### src/rtl/gpio_setclr_pkg.sv
`timescale 1ns/1ps
package gpio_setclr_pkg;
    localparam int unsigned GPIO_N   = 4;
    localparam int unsigned DCLR_LSB = 8;
    localparam int unsigned DSET_LSB = DCLR_LSB + GPIO_N;
    localparam int unsigned ECLR_LSB = DSET_LSB + GPIO_N;
    localparam int unsigned ESET_LSB = ECLR_LSB + GPIO_N;
    localparam int unsigned RSVD_LSB = ESET_LSB + GPIO_N;
    localparam int unsigned PIN_LSB  = RSVD_LSB + GPIO_N;
    localparam int unsigned DAT_LANE = DCLR_LSB / 8;
    localparam int unsigned OE_LANE  = ECLR_LSB / 8;

    typedef logic [GPIO_N-1:0] pinvec_t;

    typedef struct packed {
        pinvec_t dat;
        pinvec_t oe;
        pinvec_t echo_dclr;
        pinvec_t echo_dset;
        pinvec_t echo_eclr;
        pinvec_t echo_eset;
        pinvec_t pin_smp;
    } ctl_state_t;
endpackage

### src/rtl/gpio_setclr_sync.sv
`timescale 1ns/1ps
module gpio_setclr_sync #(
    parameter int unsigned W      = 4,
    parameter int unsigned STAGES = 2
) (
    input  logic         clk,
    input  logic         rst_n,
    input  logic [W-1:0] din,
    output logic [W-1:0] dout
);
    logic [STAGES-1:0][W-1:0] stg_d;
    logic [STAGES-1:0][W-1:0] stg_q;

    assign stg_d[0] = din;
    for (genvar i = 1; i < STAGES; i++) begin : g_link
        assign stg_d[i] = stg_q[i-1];
    end

    always_ff @(posedge clk or negedge rst_n) begin
        if (!rst_n) stg_q <= '0;
        else        stg_q <= stg_d;
    end

    assign dout = stg_q[STAGES-1];
endmodule

### src/rtl/gpio_setclr_core.sv
`timescale 1ns/1ps
module gpio_setclr_core
    import gpio_setclr_pkg::*;
#(
    parameter int unsigned REG_W = 32,
    localparam int unsigned BE_W = REG_W / 8
) (
    input  logic             clk,
    input  logic             rst_n,
    input  logic             wr,
    input  logic [BE_W-1:0]  be,
    input  logic [REG_W-1:0] wdata,
    input  pinvec_t          pin_sync,
    output ctl_state_t       st
);
    ctl_state_t st_d, st_q;
    pinvec_t dclr, dset, eclr, eset;
    logic    dat_hit, oe_hit;

    assign dclr    = wdata[DCLR_LSB +: GPIO_N];
    assign dset    = wdata[DSET_LSB +: GPIO_N];
    assign eclr    = wdata[ECLR_LSB +: GPIO_N];
    assign eset    = wdata[ESET_LSB +: GPIO_N];
    assign dat_hit = wr && be[DAT_LANE];
    assign oe_hit  = wr && be[OE_LANE];

    always_comb begin
        st_d         = st_q;
        st_d.pin_smp = pin_sync;
        if (dat_hit) begin
            st_d.dat       = (st_q.dat | dset) & ~dclr;   // clear wins
            st_d.echo_dclr = dclr;
            st_d.echo_dset = dset;
        end
        if (oe_hit) begin
            st_d.oe        = (st_q.oe | eset) & ~eclr;    // clear wins
            st_d.echo_eclr = eclr;
            st_d.echo_eset = eset;
        end
    end

    always_ff @(posedge clk or negedge rst_n) begin
        if (!rst_n) st_q <= '0;
        else        st_q <= st_d;
    end

    assign st = st_q;
endmodule

### src/rtl/gpio_setclr_rdmux.sv
`timescale 1ns/1ps
module gpio_setclr_rdmux
    import gpio_setclr_pkg::*;
#(
    parameter int unsigned REG_W = 32
) (
    input  ctl_state_t       st,
    output logic [REG_W-1:0] rdata
);
    always_comb begin
        rdata                        = '0;
        rdata[DCLR_LSB +: GPIO_N]    = st.echo_dclr;
        rdata[DSET_LSB +: GPIO_N]    = st.echo_dset;
        rdata[ECLR_LSB +: GPIO_N]    = st.echo_eclr;
        rdata[ESET_LSB +: GPIO_N]    = st.echo_eset;
        rdata[PIN_LSB  +: GPIO_N]    = st.pin_smp;
    end
endmodule

### src/rtl/gpio_setclr_reg.sv
`timescale 1ns/1ps
module gpio_setclr_reg
    import gpio_setclr_pkg::*;
#(
    parameter int unsigned REG_W       = 32,
    parameter int unsigned SYNC_STAGES = 2
) (
    input  logic                 clk,
    input  logic                 rst_n,
    input  logic                 reg_wr,
    input  logic [REG_W/8-1:0]   reg_be,
    input  logic [REG_W-1:0]     reg_wdata,
    output logic [REG_W-1:0]     reg_rdata,
    input  logic [GPIO_N-1:0]    pin_in,
    output logic [GPIO_N-1:0]    pin_out,
    output logic [GPIO_N-1:0]    pin_oe
);
    pinvec_t    pin_sync;
    ctl_state_t st;

    gpio_setclr_sync #(.W(GPIO_N), .STAGES(SYNC_STAGES)) u_sync (
        .clk   (clk),
        .rst_n (rst_n),
        .din   (pin_in),
        .dout  (pin_sync)
    );

    gpio_setclr_core #(.REG_W(REG_W)) u_core (
        .clk      (clk),
        .rst_n    (rst_n),
        .wr       (reg_wr),
        .be       (reg_be),
        .wdata    (reg_wdata),
        .pin_sync (pin_sync),
        .st       (st)
    );

    gpio_setclr_rdmux #(.REG_W(REG_W)) u_rd (
        .st    (st),
        .rdata (reg_rdata)
    );

    assign pin_out = st.dat;
    assign pin_oe  = st.oe;
endmodule

### config.mk
export PLATFORM = sky130hd
export DESIGN_NAME = gpio_setclr_reg
export DESIGN_NICKNAME = d
export VERILOG_FILES = /design/src/rtl/gpio_setclr_pkg.sv /design/src/rtl/gpio_setclr_sync.sv /design/src/rtl/gpio_setclr_core.sv /design/src/rtl/gpio_setclr_rdmux.sv /design/src/rtl/gpio_setclr_reg.sv
export SDC_FILE = /design/constraint.sdc
export NUM_CORES = 1
export LEC_CHECK = 0
export BUFFER_PORTS_ARGS = -buffer_cell sky130_fd_sc_hd__buf_2
export CORE_MARGIN = 2
export CORE_UTILIZATION = 30
export CTS_CLUSTER_DIAMETER = 80
export DETAILED_ROUTE_END_ITERATION = 12
export HOLD_SLACK_MARGIN = 0.12
export PLACE_DENSITY = 0.65
export SKIP_LAST_GASP = 1
export SYNTH_ARGS = -nofsm -noshare
export SYNTH_HDL_FRONTEND = slang
export SYNTH_SLANG_ARGS = --single-unit
### constraint.sdc
create_clock -name clk -period 1.3 [get_ports clk]
set_input_delay 0.26 -clock clk [delete_from_list [all_inputs] [get_ports clk]]
set_output_delay 0.26 -clock clk [all_outputs]
set_load 0.01 [all_outputs]
* Yosys cells after proc, flatten, opt, wreduce, memory -nomap -nowiden
Index checks and enable logic that the tools add are counted.
** Word-level totals
- Bits in registers :: 36
- Input port bits :: 43
- Output and inout bits :: 40
- Word-level logic and storage cells :: 17
** Cells by class
- Bitwise gates (word level) :: 6
- Reduce and logical (&&, ||, !) cells :: 2
** Operators by type and width (number)
- 4-bit AND :: 2
- 4-bit inverter :: 2
- 4-bit bitwise OR :: 2
- 1-bit logical AND :: 2

* Longest topological paths before layout
Gate-level depths: netlist of the first run.
- Depth in word-level cells :: 2
- Mapped depth :: 4
- Gate-level depth less buffers :: 2

* Hierarchy
From an unflattened synthesis of the first run, not the netlist that was laid out.
** Unflattened totals
- Cells, all modules :: 107
- Area, all modules :: 1562.7 µm²
** By module, submodules not included
- gpio_setclr_core :: instances 1, cells an instance 66, area each 1118.6 µm², seq. area each 700.7 µm²
- gpio_setclr_rdmux :: instances 1, cells an instance 33, area each 244.0 µm², seq. area each 0.0 µm²
- gpio_setclr_sync :: instances 1, cells an instance 8, area each 200.2 µm², seq. area each 200.2 µm²

* Worst setup path after synthesis of the first run
No wires, ideal clock.
- Kind :: input -> register
- From :: input reg_be[2]
- To :: register u_core.st_q, in the netlist u_core.st[10]
- Setup time :: 0.125 ns
- Arrival time :: 0.814 ns
- Data required time :: 1.175 ns
- Path slack :: 0.361 ns
- Stages :: 3
- Path buffers :: 1
- Cell sequence :: buf_4 > nand2_8 > mux2_4
** Between the ends
- Word-level cells in the longest chain between the ends :: 1
** Ends and longest elaborated chain
- start, declared :: RTL line gpio_setclr_reg.sv:11 : input logic [REG_W/8-1:0] reg_be,
- 1-bit logical AND :: RTL line gpio_setclr_core.sv:25 : assign oe_hit = wr && be[OE_LANE];
- end signal, assigned :: RTL line gpio_setclr_core.sv:44 : else st_q <= st_d;
- end, declared :: RTL line gpio_setclr_core.sv:16 : ctl_state_t st_d, st_q;
No other way between the ends.
A chain may end at the register's enable or synchronous reset.

* Final worst setup path of the first run
- From :: register u_core.st_q, in the netlist u_core.st[11]
- To :: output reg_rdata[19]
** RTL lines
- end, declared :: RTL line gpio_setclr_reg.sv:13 : output logic [REG_W-1:0] reg_rdata,
No word-level cell between the ends.

==> results of run 1 <==
[cell families (layout without fill, tap and decap cells)]
family	after synthesis	in the layout	share of synthesized area, %
mux	16	16	17.01
other cells	1	12	0.2655
simple gates	2	2	2.834
compound gates	16	16	7.086
buf+inv	16	69	9.034
flops	36	36	63.77
[metrics by stage]
stage	instances	total power (µW)	area (µm²)	setup slack, ns	hold slack (ns)
global placement	190	1813	1694	0.2569	0.2301
CTS	203	2646	1834	0.2209	0.1709
finish	203	2607	1834	0.2344	0.1806
detailed placement	190	1832	1694	0.2357	0.2405
global route	203	2741	1834	0.1941	0.1712
floorplan	98	1632	1454	0.3607	-0.03559
[cells in the mapped netlist (all sizes together)]
library cell  count
buf              16
a31oi            16
nand2             2
conb              1
dfrtp            36
mux2             16
[placed cells by master, fill, tap and decap left out, drive strengths merged]
cell type,Yosys,layout
dlygate4sd3,0,5
a31oi,16,16
buf,16,56
dfrtp,36,36
nand2,2,2
clkbuf,0,8
mux2,16,16
conb,1,12
[final timing paths]
kind	from	endpoint	slack, ns	depth (start not counted)
max	u_core.st[11]	reg_rdata[19]	0.23	1
min	reg_wdata[8]	u_core.st[24]	0.18	2
max reg2reg	u_core.st[11]	u_core.st[11]	0.54	1
min reg2reg	u_sync.dout[2]	u_core.st[2]	0.35	0
max in group asynchronous	rst_n	u_core.st[17]	0.63	3
min in group asynchronous	rst_n	u_core.st[7]	0.49	3
[sequential cells by signal, summed over array words and instances (netlist names)]
register	cells
u_sync.stg_d	4
u_sync.dout	4
u_core.st	28
[area by class of cell]
type | count | area (µm²) | share of cell area, %
multi-input cells | 46 | 425.4 | 23.19
clock buffers | 8 | 90.09 | 4.911
flip-flops and latches | 36 | 900.9 | 49.11
repair buffers | 61 | 352.8 | 19.24
well taps | 52 | 65.06 | 3.547
[power by group]
part	switching (µW)	internal, µW
Clock	360	432
Sequential	64.7	1250
Combinational	238	260
Total	663	1940
[per-layer routing]
metal | GRT usage [%] | wire length, µm | up-vias
met2 | 19.19 | 1387 | 49
met4 | 4.938 | 47 | 0
met1 | 13.03 | 1113 | 444
met5 | 0 | 0 | -
li1 | - | - | 409
met3 | 3.315 | 189 | 5
[repair_timing]
action | in CTS | in global routing
endpoints found under the setup margin | 0 | 0
hold buffers | 5 | 0
endpoints found under the hold margin | 40 | 0
==> insert_results.sql, run 1 <==
INSERT INTO impl_metrics (metric_group, metric, value, unit) VALUES
('sta', 'report.final.slew_viol_count', '0', ''),
('clock_network', 'post_cts_resized', '0', ''),
('die', 'die_width', '72.62', 'µm'),
('sta', 'rsz0062_at_grt', 'no', ''),
('clock_network', 'clk_transition_reported_paths', '0.07', 'ns'),
('sta', 'setup_viol_count_final', '0', ''),
('synth', 'synth.yosys.seq_area_share', '63.77', '%'),
('placement', 'gp_congestion', '0.7203', ''),
('clock_network', 'clk_latency', '0.27', 'ns'),
('worst_setup_path', 'max_stage_delay', '0.39', 'ns'),
('die', 'initial_utilization', '31.78', '%'),
('global_routing', 'number_of_global_route_vias_before_repair', '900', ''),
('clock_network', 'cts_made_buffers', '5', ''),
('drt', 'drtAntennaViolNets', '0', ''),
('worst_setup_path', 'cp.required', '1.04', 'ns'),
('final_layout', 'nNetsFinal', '193', ''),
('final_layout', 'post_route_cells_drive_above_1_share', '52.98', '%'),
('power', 'power.density_cell_area', '1421', 'mW/mm²'),
('synth', 'syn_inst', '87', ''),
('outcome', 'outcome', 'complete, no violations', ''),
('drt', 'drt_wl_total', '2738', 'µm'),
('die', 'rows', '24', ''),
('drt', 'detailedRoute.firstPassIterationCount', '4', ''),
('worst_setup_path', 'critPathKind', 'reg2out', ''),
('die', 'io-pin-count', '83', ''),
('min_path', 'type_of_the_worst_min_delay_path', 'in2reg', ''),
('worst_setup_path', 'crit_path_start_kind', 'register', ''),
('worst_setup_path', 'element_type_at_the_critical_path_end', 'output pin', ''),
('clock_network', 'cts.sink_count', '36', ''),
('final_layout', 'filler_cell_count', '426', ''),
('synth', 'yosys-top-cells-area', 'sky130_fd_sc_hd__dfrtp_1 (64%), sky130_fd_sc_hd__mux2_4 (17%), sky130_fd_sc_hd__buf_4 (7.4%)', ''),
('drt', 'iteration_0_drc_markers', '30', ''),
('worst_setup_path', 'worst-path-buf-inv', '1', ''),
('final_layout', 'area_delta_synth_final', '29.85', '%'),
('final_layout', 'final_core_density', '41.27', '%'),
('global_routing', 'grtUsageTotal', '11.23', '%'),
('synth', 'synth_top_cell_area_share', '63.77', '%'),
('sta', 'final.setup_skew', '0.0006430', 'ns'),
('global_routing', 'gr-total-overflow', '0', ''),
('die', 'die_y', '72.62', 'µm'),
('synth', 'synth.avg_cell_area', '16.24', 'µm²'),
('die', 'fp.dieArea', '0.005274', 'mm²'),
('clock_network', 'longest_clk_path_bufs', '2', ''),
('global_routing', 'largest_net_degree_at_the_start_of_global_routing', '37', ''),
('worst_setup_path', 'critical_path.cell_chain', 'buf_2', ''),
('drt', 'via_count', '907', ''),
('final_layout', 'antenna_cells', '0', ''),
('power', 'ir_worst_vdd', '652.3', 'µV'),
('synth', 'mappedNetlistArea', '0.001413', 'mm²'),
('die', 'floorplan.core_area', '0.004444', 'mm²'),
('power', 'leakage', '0.0009340', 'µW'),
('worst_setup_path', 'critPathArrivalTime', '0.81', 'ns'),
('drt', 'drt-wirelength-per-cell', '13.49', 'µm'),
('sta', 'timing.final.crit_period', '1.066', 'ns'),
('global_routing', 'antenna_found_initial', '0', ''),
('worst_setup_path', 'crit_slowest_cell', 'sky130_fd_sc_hd__dfrtp_1', ''),
('sta', 'fmax', '0.9384', 'GHz'),
('drt', 'remaining_drc_errors', '0', ''),
('global_routing', 'grt_first_pass_wirelength', '4464', 'µm'),
('sta', 'fin_setup_tns', '0', 'ns'),
('clock_network', 'cts-root-buf', 'sky130_fd_sc_hd__clkbuf_8', ''),
('clock_network', 'tritoncts', 'yes', ''),
('placement', 'buffer_ports.inserted', '52', ''),
('drt', 'route.detailed.vias_per_inst', '4.468', ''),
('synth', 'yosysWarnings', '0', ''),
('synth', 'yosys.area.top_type', 'sky130_fd_sc_hd__dfrtp_1', ''),
('clock_network', 'post_cts_buffers', '0', ''),
('flow_run', 'max_cap_violations', '0', ''),
('worst_setup_path', 'crit_family', 'flip-flops', ''),
('worst_setup_path', 'timing.critical_path.fanout_max', '2', ''),
('synth', 'synth.distinct_cells', '7', ''),
('sta', 'final_hold_viols', '0', ''),
('clock_network', 'cts_htree_levels', '2', ''),
('synth', 'number_of_flip_flops_and_latches_in_the_synthesized_netlist', '36', ''),
('sta', 'period_share', '81.97', '%');
No activity file was read; power rests on OpenSTA's default activity.
==> inputs of run 2 (changes only) <==
--- a/config.mk
+++ b/config.mk
@@ -11,7 +11,7 @@
 export CTS_CLUSTER_DIAMETER = 80
 export DETAILED_ROUTE_END_ITERATION = 12
 export HOLD_SLACK_MARGIN = 0.12
-export PLACE_DENSITY = 0.65
+export PLACE_DENSITY = 0.67
 export SKIP_LAST_GASP = 1
 export SYNTH_ARGS = -nofsm -noshare
 export SYNTH_HDL_FRONTEND = slang
==> constraint.sdc (replaced) <==
create_clock -name clk -period 0.9 [get_ports clk]
set_input_delay 0.18 -clock clk [delete_from_list [all_inputs] [get_ports clk]]
set_output_delay 0.18 -clock clk [all_outputs]
set_load 0.01 [all_outputs]
==> run 2 against run 1 <==
The flow now finishes with violations (setup timing). Setup slack worse by 0.32 ns. Non-clock buffer count is 25 higher. Global-route usage is 1.4 points higher. First-iteration DRC count is 13% higher. Sequential power is 43% higher. Wire length is 11% higher. Critical path type unchanged. Largest cell class unchanged. Largest power group unchanged.
==> insert_results.sql, run 2 (synthesis gave the netlist of run 1 again) <==
INSERT INTO impl_metrics (metric_group, metric, value, unit) VALUES
('die', 'rows', '24', ''),
('sta', 'final_hold_viols', '0', ''),
('die', 'die_width', '72.62', 'µm'),
('drt', 'iteration_0_drc_markers', '34', ''),
('worst_setup_path', 'timing.rr.end', 'u_core.st[4]', ''),
('final_layout', 'antenna_cells', '0', ''),
('die', 'io-pin-count', '83', ''),
('die', 'fp.dieArea', '0.005274', 'mm²'),
('worst_setup_path', 'worst-path-buf-inv', '1', ''),
('sta', 'report.final.slew_viol_count', '0', ''),
('global_routing', 'antenna_found_initial', '0', ''),
('die', 'floorplan.core_area', '0.004444', 'mm²'),
('worst_setup_path', 'crit_path_start_kind', 'register', ''),
('clock_network', 'cts_htree_levels', '2', ''),
('worst_setup_path', 'timing.critical_path.fanout_max', '2', ''),
('global_routing', 'grt_first_pass_wirelength', '4988', 'µm'),
('clock_network', 'clk_latency', '0.28', 'ns'),
('die', 'die_y', '72.62', 'µm'),
('worst_setup_path', 'regToRegSetupSlack', '0.02', 'ns'),
('final_layout', 'post_route_cells_drive_above_1_share', '56.25', '%'),
('power', 'ir_worst_vdd', '908.8', 'µV'),
('worst_setup_path', 'max_stage_delay', '0.39', 'ns'),
('outcome', 'violations', 'setup timing', ''),
('worst_setup_path', 'reg2reg_from', 'u_core.st[4]', ''),
('placement', 'pre_cts_ws', '-0.07934', 'ns'),
('min_path', 'type_of_the_worst_min_delay_path', 'in2reg', ''),
('clock_network', 'clk_transition_reported_paths', '0.07', 'ns'),
('min_path', 'hold_depth', '2', ''),
('sta', 'fmax', '1.010', 'GHz'),
('clock_network', 'longest_clk_path_bufs', '2', ''),
('worst_setup_path', 'crit_family', 'flip-flops', ''),
('placement', 'dp.final_hpwl', '1908', 'µm'),
('drt', 'remaining_drc_errors', '0', ''),
('final_layout', 'area_delta_synth_final', '46.68', '%'),
('clock_network', 'cts_made_buffers', '5', ''),
('drt', 'detailedRoute.firstPassIterationCount', '4', ''),
('final_layout', 'fin_cells', '228', ''),
('sta', 'timing.final.crit_period', '0.9904', 'ns'),
('worst_setup_path', 'cp.required', '0.72', 'ns'),
('worst_setup_path', 'launching_element_of_the_worst_setup_path', 'u_core.st[21]', ''),
('sta', 'finalWorstSetupSlack', '-0.09042', 'ns'),
('drt', 'via_count', '980', ''),
('placement', 'dpl_cell_area', '0.001702', 'mm²'),
('sta', 'rsz0062_at_grt', 'yes', ''),
('final_layout', 'layout_commonest_cell', 'sky130_fd_sc_hd__buf_2', ''),
('sta', 'timing.hold.ws', '0.1432', 'ns'),
('global_routing', 'grtUsageTotal', '12.63', '%'),
('clock_network', 'cts.sink_count', '36', ''),
('global_routing', 'largest_net_degree_at_the_start_of_global_routing', '37', ''),
('worst_setup_path', 'critical_path_depth', '1', ''),
('final_layout', 'final_cell_area', '0.002072', 'mm²'),
('placement', 'buffer_ports.inserted', '52', ''),
('drt', 'drt-wirelength-per-cell', '13.34', 'µm'),
('worst_setup_path', 'critPathKind', 'reg2out', ''),
('global_routing', 'number_of_global_route_vias_before_repair', '996', ''),
('global_routing', 'gr-total-overflow', '0', ''),
('clock_network', 'tritoncts', 'yes', ''),
('placement', 'gp_congestion', '0.6864', ''),
('outcome', 'outcome', 'finished, violations left', ''),
('clock_network', 'cts-root-buf', 'sky130_fd_sc_hd__clkbuf_8', ''),
('worst_setup_path', 'crit_slowest_cell', 'sky130_fd_sc_hd__dfrtp_1', ''),
('worst_setup_path', 'worstRegToRegCells', '2', ''),
('die', 'initial_utilization', '31.78', '%'),
('power', 'power.density_cell_area', '2024', 'mW/mm²'),
('worst_setup_path', 'critical_path.cell_chain', 'buf_2', ''),
('flow_run', 'max_cap_violations', '0', ''),
('final_layout', 'nNetsFinal', '218', ''),
('final_layout', 'number_of_flip_flops_in_the_largest_register', '28', ''),
('worst_setup_path', 'critPathArrivalTime', '0.81', 'ns'),
('drt', 'drt_wl_total', '3041', 'µm'),
('drt', 'route.detailed.vias_per_inst', '4.298', ''),
('final_layout', 'final_cell_mix', 'sky130_fd_sc_hd__buf_2 (51), sky130_fd_sc_hd__dfrtp_1 (36), sky130_fd_sc_hd__buf_4 (20), sky130_fd_sc_hd__mux2_4 (16), sky130_fd_sc_hd__a31oi_1 (15)', ''),
('sta', 'final.setup_skew', '0.001129', 'ns'),
('drt', 'drtAntennaViolNets', '0', ''),
('placement', 'numPlacedInstances', '191', ''),
('worst_setup_path', 'crit_end', 'pin_oe[1]', ''),
('power', 'total_power', '4194', 'µW'),
('power', 'leakage', '0.001062', 'µW'),
('worst_setup_path', 'element_type_at_the_critical_path_end', 'output pin', ''),
('sta', 'period_share', '110.0', '%'),
('sta', 'setup_viol_count_final', '28', '');
run 2: area by class of cell:
cell class | instances | area [µm²]
clock buffers | 6 | 72.57
well taps | 52 | 65.06
fillers | 408 | 2372
clock inverters | 2 | 35.03
multi-input cells | 46 | 431.7
repair buffers | 86 | 566.8
flip-flops and latches | 36 | 900.9
run 2: how the worst min path moves through the flow:
stage	start	to	slack, ns
finish	reg_wdata[18]	u_core.st[10]	0.14
global route	reg_wdata[19]	u_core.st[11]	0.14
CTS	reg_wdata[22]	u_core.st[6]	0.13
detailed placement	rst_n	u_core.st[10]	0.16
global placement	rst_n	u_core.st[10]	0.15
floorplan	rst_n	u_core.st[0]	-0.12
run 2: repair_timing:
item / 4_1_cts / 5_1_grt
setup endpoints to repair: 28 / 29
hold endpoints to repair: 48 / 0
resized for setup: 0 / 2
setup buffers: 14 / 2
hold buffers: 13 / 0
run 2: layer usage:
layer | vias to the layer above | global-route usage [%] | wire length [µm]
li1 | 458 | - | -
met1 | 472 | 15.15 | 1238
met2 | 48 | 21.41 | 1614
met3 | 2 | 3.177 | 178
met4 | 0 | 5.556 | 10
met5 | - | 0 | 0
run 2: power breakdown:
| part | leakage, µW | switching, µW | internal [µW] | total, µW |
|---|---|---|---|---|
| Sequential | 0.000423 | 86.3 | 1810 | 1890 |
| Clock | 0.0000552 | 551 | 822 | 1370 |
| Combinational | 0.000584 | 391 | 537 | 928 |
| Total | 0.00106 | 1030 | 3170 | 4190 |
run 2: stage by stage:
step	utilization (%)	setup TNS (ns)
floorplan	-	0
global placement	38.29	-0.9764
detailed placement	38.29	-1.309
CTS	46.00	-2.301
global route	46.62	-3.055
finish	46.62	-2.020
==> inputs of run 3 (changes only) <==
--- a/config.mk
+++ b/config.mk
@@ -6,12 +6,14 @@
 export NUM_CORES = 1
 export LEC_CHECK = 0
 export BUFFER_PORTS_ARGS = -buffer_cell sky130_fd_sc_hd__buf_2
+export CELL_PAD_IN_SITES_DETAIL_PLACEMENT = 1
+export CELL_PAD_IN_SITES_GLOBAL_PLACEMENT = 1
 export CORE_MARGIN = 2
-export CORE_UTILIZATION = 30
+export CORE_UTILIZATION = 29
 export CTS_CLUSTER_DIAMETER = 80
 export DETAILED_ROUTE_END_ITERATION = 12
 export HOLD_SLACK_MARGIN = 0.12
-export PLACE_DENSITY = 0.67
+export PLACE_DENSITY = 0.8
 export SKIP_LAST_GASP = 1
 export SYNTH_ARGS = -nofsm -noshare
 export SYNTH_HDL_FRONTEND = slang
==> run 3 against run 2 <==
Non-clock buffer count grew 2. The run still ends with setup timing left. Total power rose by 2.4%. Largest power group unchanged. Utilization down 0.85 points. Largest cell class unchanged. Critical endpoint is now reg_rdata[22]. Sequential share of layout area down 1.8 points. Critical path depth did not move.
==> insert_results.sql, run 3 (synthesis gave the netlist of run 1 again) <==
INSERT INTO impl_metrics (metric_group, metric, value, unit) VALUES
('drt', 'remaining_drc_errors', '0', ''),
('sta', 'report.final.slew_viol_count', '0', ''),
('clock_network', 'longest_clk_path_bufs', '2', ''),
('die', 'rows', '25', ''),
('final_layout', 'post_route_cells_drive_above_1_share', '57.87', '%'),
('sta', 'rsz0062_at_grt', 'yes', ''),
('sta', 'final.setup_skew', '0.005280', 'ns'),
('power', 'power.density_cell_area', '1987', 'mW/mm²'),
('global_routing', 'grt_first_pass_wirelength', '5175', 'µm'),
('final_layout', 'number_of_flip_flops_in_the_largest_register', '28', ''),
('global_routing', 'antenna_found_initial', '0', ''),
('final_layout', 'final_cell_mix', 'sky130_fd_sc_hd__buf_2 (50), sky130_fd_sc_hd__dfrtp_1 (36), sky130_fd_sc_hd__buf_4 (19), sky130_fd_sc_hd__mux2_4 (16)', ''),
('clock_network', 'cts_htree_levels', '2', ''),
('drt', 'highest_layer', 'met4', ''),
('power', 'total_power', '4296', 'µW'),
('final_layout', 'nNetsFinal', '220', ''),
('worst_setup_path', 'max_stage_delay', '0.40', 'ns'),
('drt', 'via_count', '1001', ''),
('drt', 'drtAntennaViolNets', '0', ''),
('worst_setup_path', 'timing.critical_path.fanout_max', '2', ''),
('worst_setup_path', 'worst-path-buf-inv', '1', ''),
('global_routing', 'grtUsageTotal', '13.35', '%'),
('worst_setup_path', 'element_type_at_the_critical_path_end', 'output pin', ''),
('drt', 'detailroute.wirelength.met2', '1920', 'µm'),
('worst_setup_path', 'cp.required', '0.72', 'ns'),
('drt', 'iteration_0_drc_markers', '39', ''),
('final_layout', 'area_delta_synth_final', '53.06', '%'),
('placement', 'gp_congestion', '0.6491', ''),
('outcome', 'outcome', 'finished, violations left', ''),
('power', 'leakage', '0.001083', 'µW'),
('worst_setup_path', 'crit_family', 'flip-flops', ''),
('final_layout', 'layout_commonest_cell', 'sky130_fd_sc_hd__buf_2', ''),
('die', 'floorplan.core_area', '0.004723', 'mm²'),
('clock_network', 'cts_made_buffers', '5', ''),
('clock_network', 'clk_transition_reported_paths', '0.07', 'ns'),
('placement', 'dp.final_hpwl', '2132', 'µm'),
('drt', 'drt-wirelength-per-cell', '13.98', 'µm'),
('worst_setup_path', 'regToRegSetupSlack', '-0.10', 'ns'),
('drt', 'route.met3.wl', '161', 'µm'),
('clock_network', 'cts-root-buf', 'sky130_fd_sc_hd__clkbuf_8', ''),
('drt', 'detailedRoute.firstPassIterationCount', '4', ''),
('die', 'initial_utilization', '29.91', '%'),
('worst_setup_path', 'critPathKind', 'reg2out', ''),
('worst_setup_path', 'critPathArrivalTime', '0.83', 'ns'),
('worst_setup_path', 'crit_slowest_cell', 'sky130_fd_sc_hd__dfrtp_1', ''),
('global_routing', 'gr-total-overflow', '0', ''),
('die', 'die_y', '73.79', 'µm'),
('sta', 'fmax', '0.9915', 'GHz'),
('placement', 'buffer_ports.inserted', '52', ''),
('flow_run', 'max_cap_violations', '0', ''),
('sta', 'timing.final.crit_period', '1.009', 'ns'),
('clock_network', 'tritoncts', 'yes', ''),
('final_layout', 'antenna_cells', '0', ''),
('sta', 'final_hold_viols', '0', ''),
('sta', 'finalWorstSetupSlack', '-0.1085', 'ns'),
('die', 'io-pin-count', '83', ''),
('drt', 'post_route_m1_wl', '1279', 'µm'),
('power', 'ir_worst_vdd', '702.0', 'µV'),
('sta', 'period_share', '112.1', '%'),
('clock_network', 'clk_latency', '0.29', 'ns'),
('sta', 'fin_setup_tns', '-2.388', 'ns'),
('placement', 'pre_cts_ws', '-0.1030', 'ns'),
('global_routing', 'largest_net_degree_at_the_start_of_global_routing', '37', ''),
('clock_network', 'cts.sink_count', '36', ''),
('die', 'die_width', '73.79', 'µm'),
('outcome', 'violations', 'setup timing', ''),
('global_routing', 'number_of_global_route_vias_before_repair', '1092', ''),
('sta', 'setup_viol_count_final', '30', ''),
('min_path', 'type_of_the_worst_min_delay_path', 'in2reg', ''),
('die', 'fp.dieArea', '0.005445', 'mm²'),
('drt', 'drt_wl_total', '3426', 'µm'),
('drt', 'route.detailed.vias_per_inst', '4.086', ''),
('worst_setup_path', 'critical_path.cell_chain', 'buf_2', ''),
('worst_setup_path', 'crit_path_start_kind', 'register', '');
run 3: metal layers:
metal | GRT usage, % | up-vias
li1 | - | 460
met1 | 14.48 | 495
met2 | 23.81 | 41
met3 | 3.018 | 5
met4 | 7.273 | 0
met5 | 0 | -
run 3: what timing repair did:
action,CTS,global route
endpoints found under the setup margin,28,34
endpoints found under the hold margin,48,0
buffers inserted,12,5
hold buffers,13,0
cloned,0,0
resized for setup,0,9
run 3: worst paths after layout:
path,startpoint,cells after the start,end
max in group asynchronous,rst_n,3,u_core.st[13]
worst max-delay path,u_core.st[6],1,reg_rdata[22]
min in group asynchronous,rst_n,3,u_core.st[10]
worst max register to register,u_core.st[6],3,u_core.st[6]
worst min register to register,u_sync.dout[0],0,u_core.st[0]
worst min-delay path,reg_wdata[16],2,u_core.st[8]
run 3: layout make-up:
class | count | area [µm²]
Multi-Input combinational cell | 46 | 461.7
Clock inverter | 2 | 35.03
Clock buffer | 6 | 72.57
Sequential cell | 36 | 900.9
Fill cell | 522 | 2561
Timing Repair Buffer | 88 | 608.1
Tap cell | 67 | 83.83
run 3: power breakdown:
| group | internal, µW | total, µW | switching [µW] | leakage, µW |
|---|---|---|---|---|
| clock | 822 | 1390 | 566 | 0.0000552 |
| combinational | 584 | 1000 | 420 | 0.000605 |
| sequential | 1810 | 1900 | 96.8 | 0.000423 |
| total | 3210 | 4300 | 1080 | 0.00108 |
run 3: stage by stage:
step / cell area (µm²) / std cells / utilization, % / hold WS [ns]
final: 2162 / 245 / 45.77 / 0.1311
after global routing: 2162 / 245 / 45.77 / 0.1294
after CTS: 2068 / 240 / 43.79 / 0.1208
after detailed placement: 1740 / 207 / 36.85 / 0.1624
after global placement: 1740 / 207 / 36.85 / 0.1534
after floorplan: 1454 / 98 / - / -0.1156
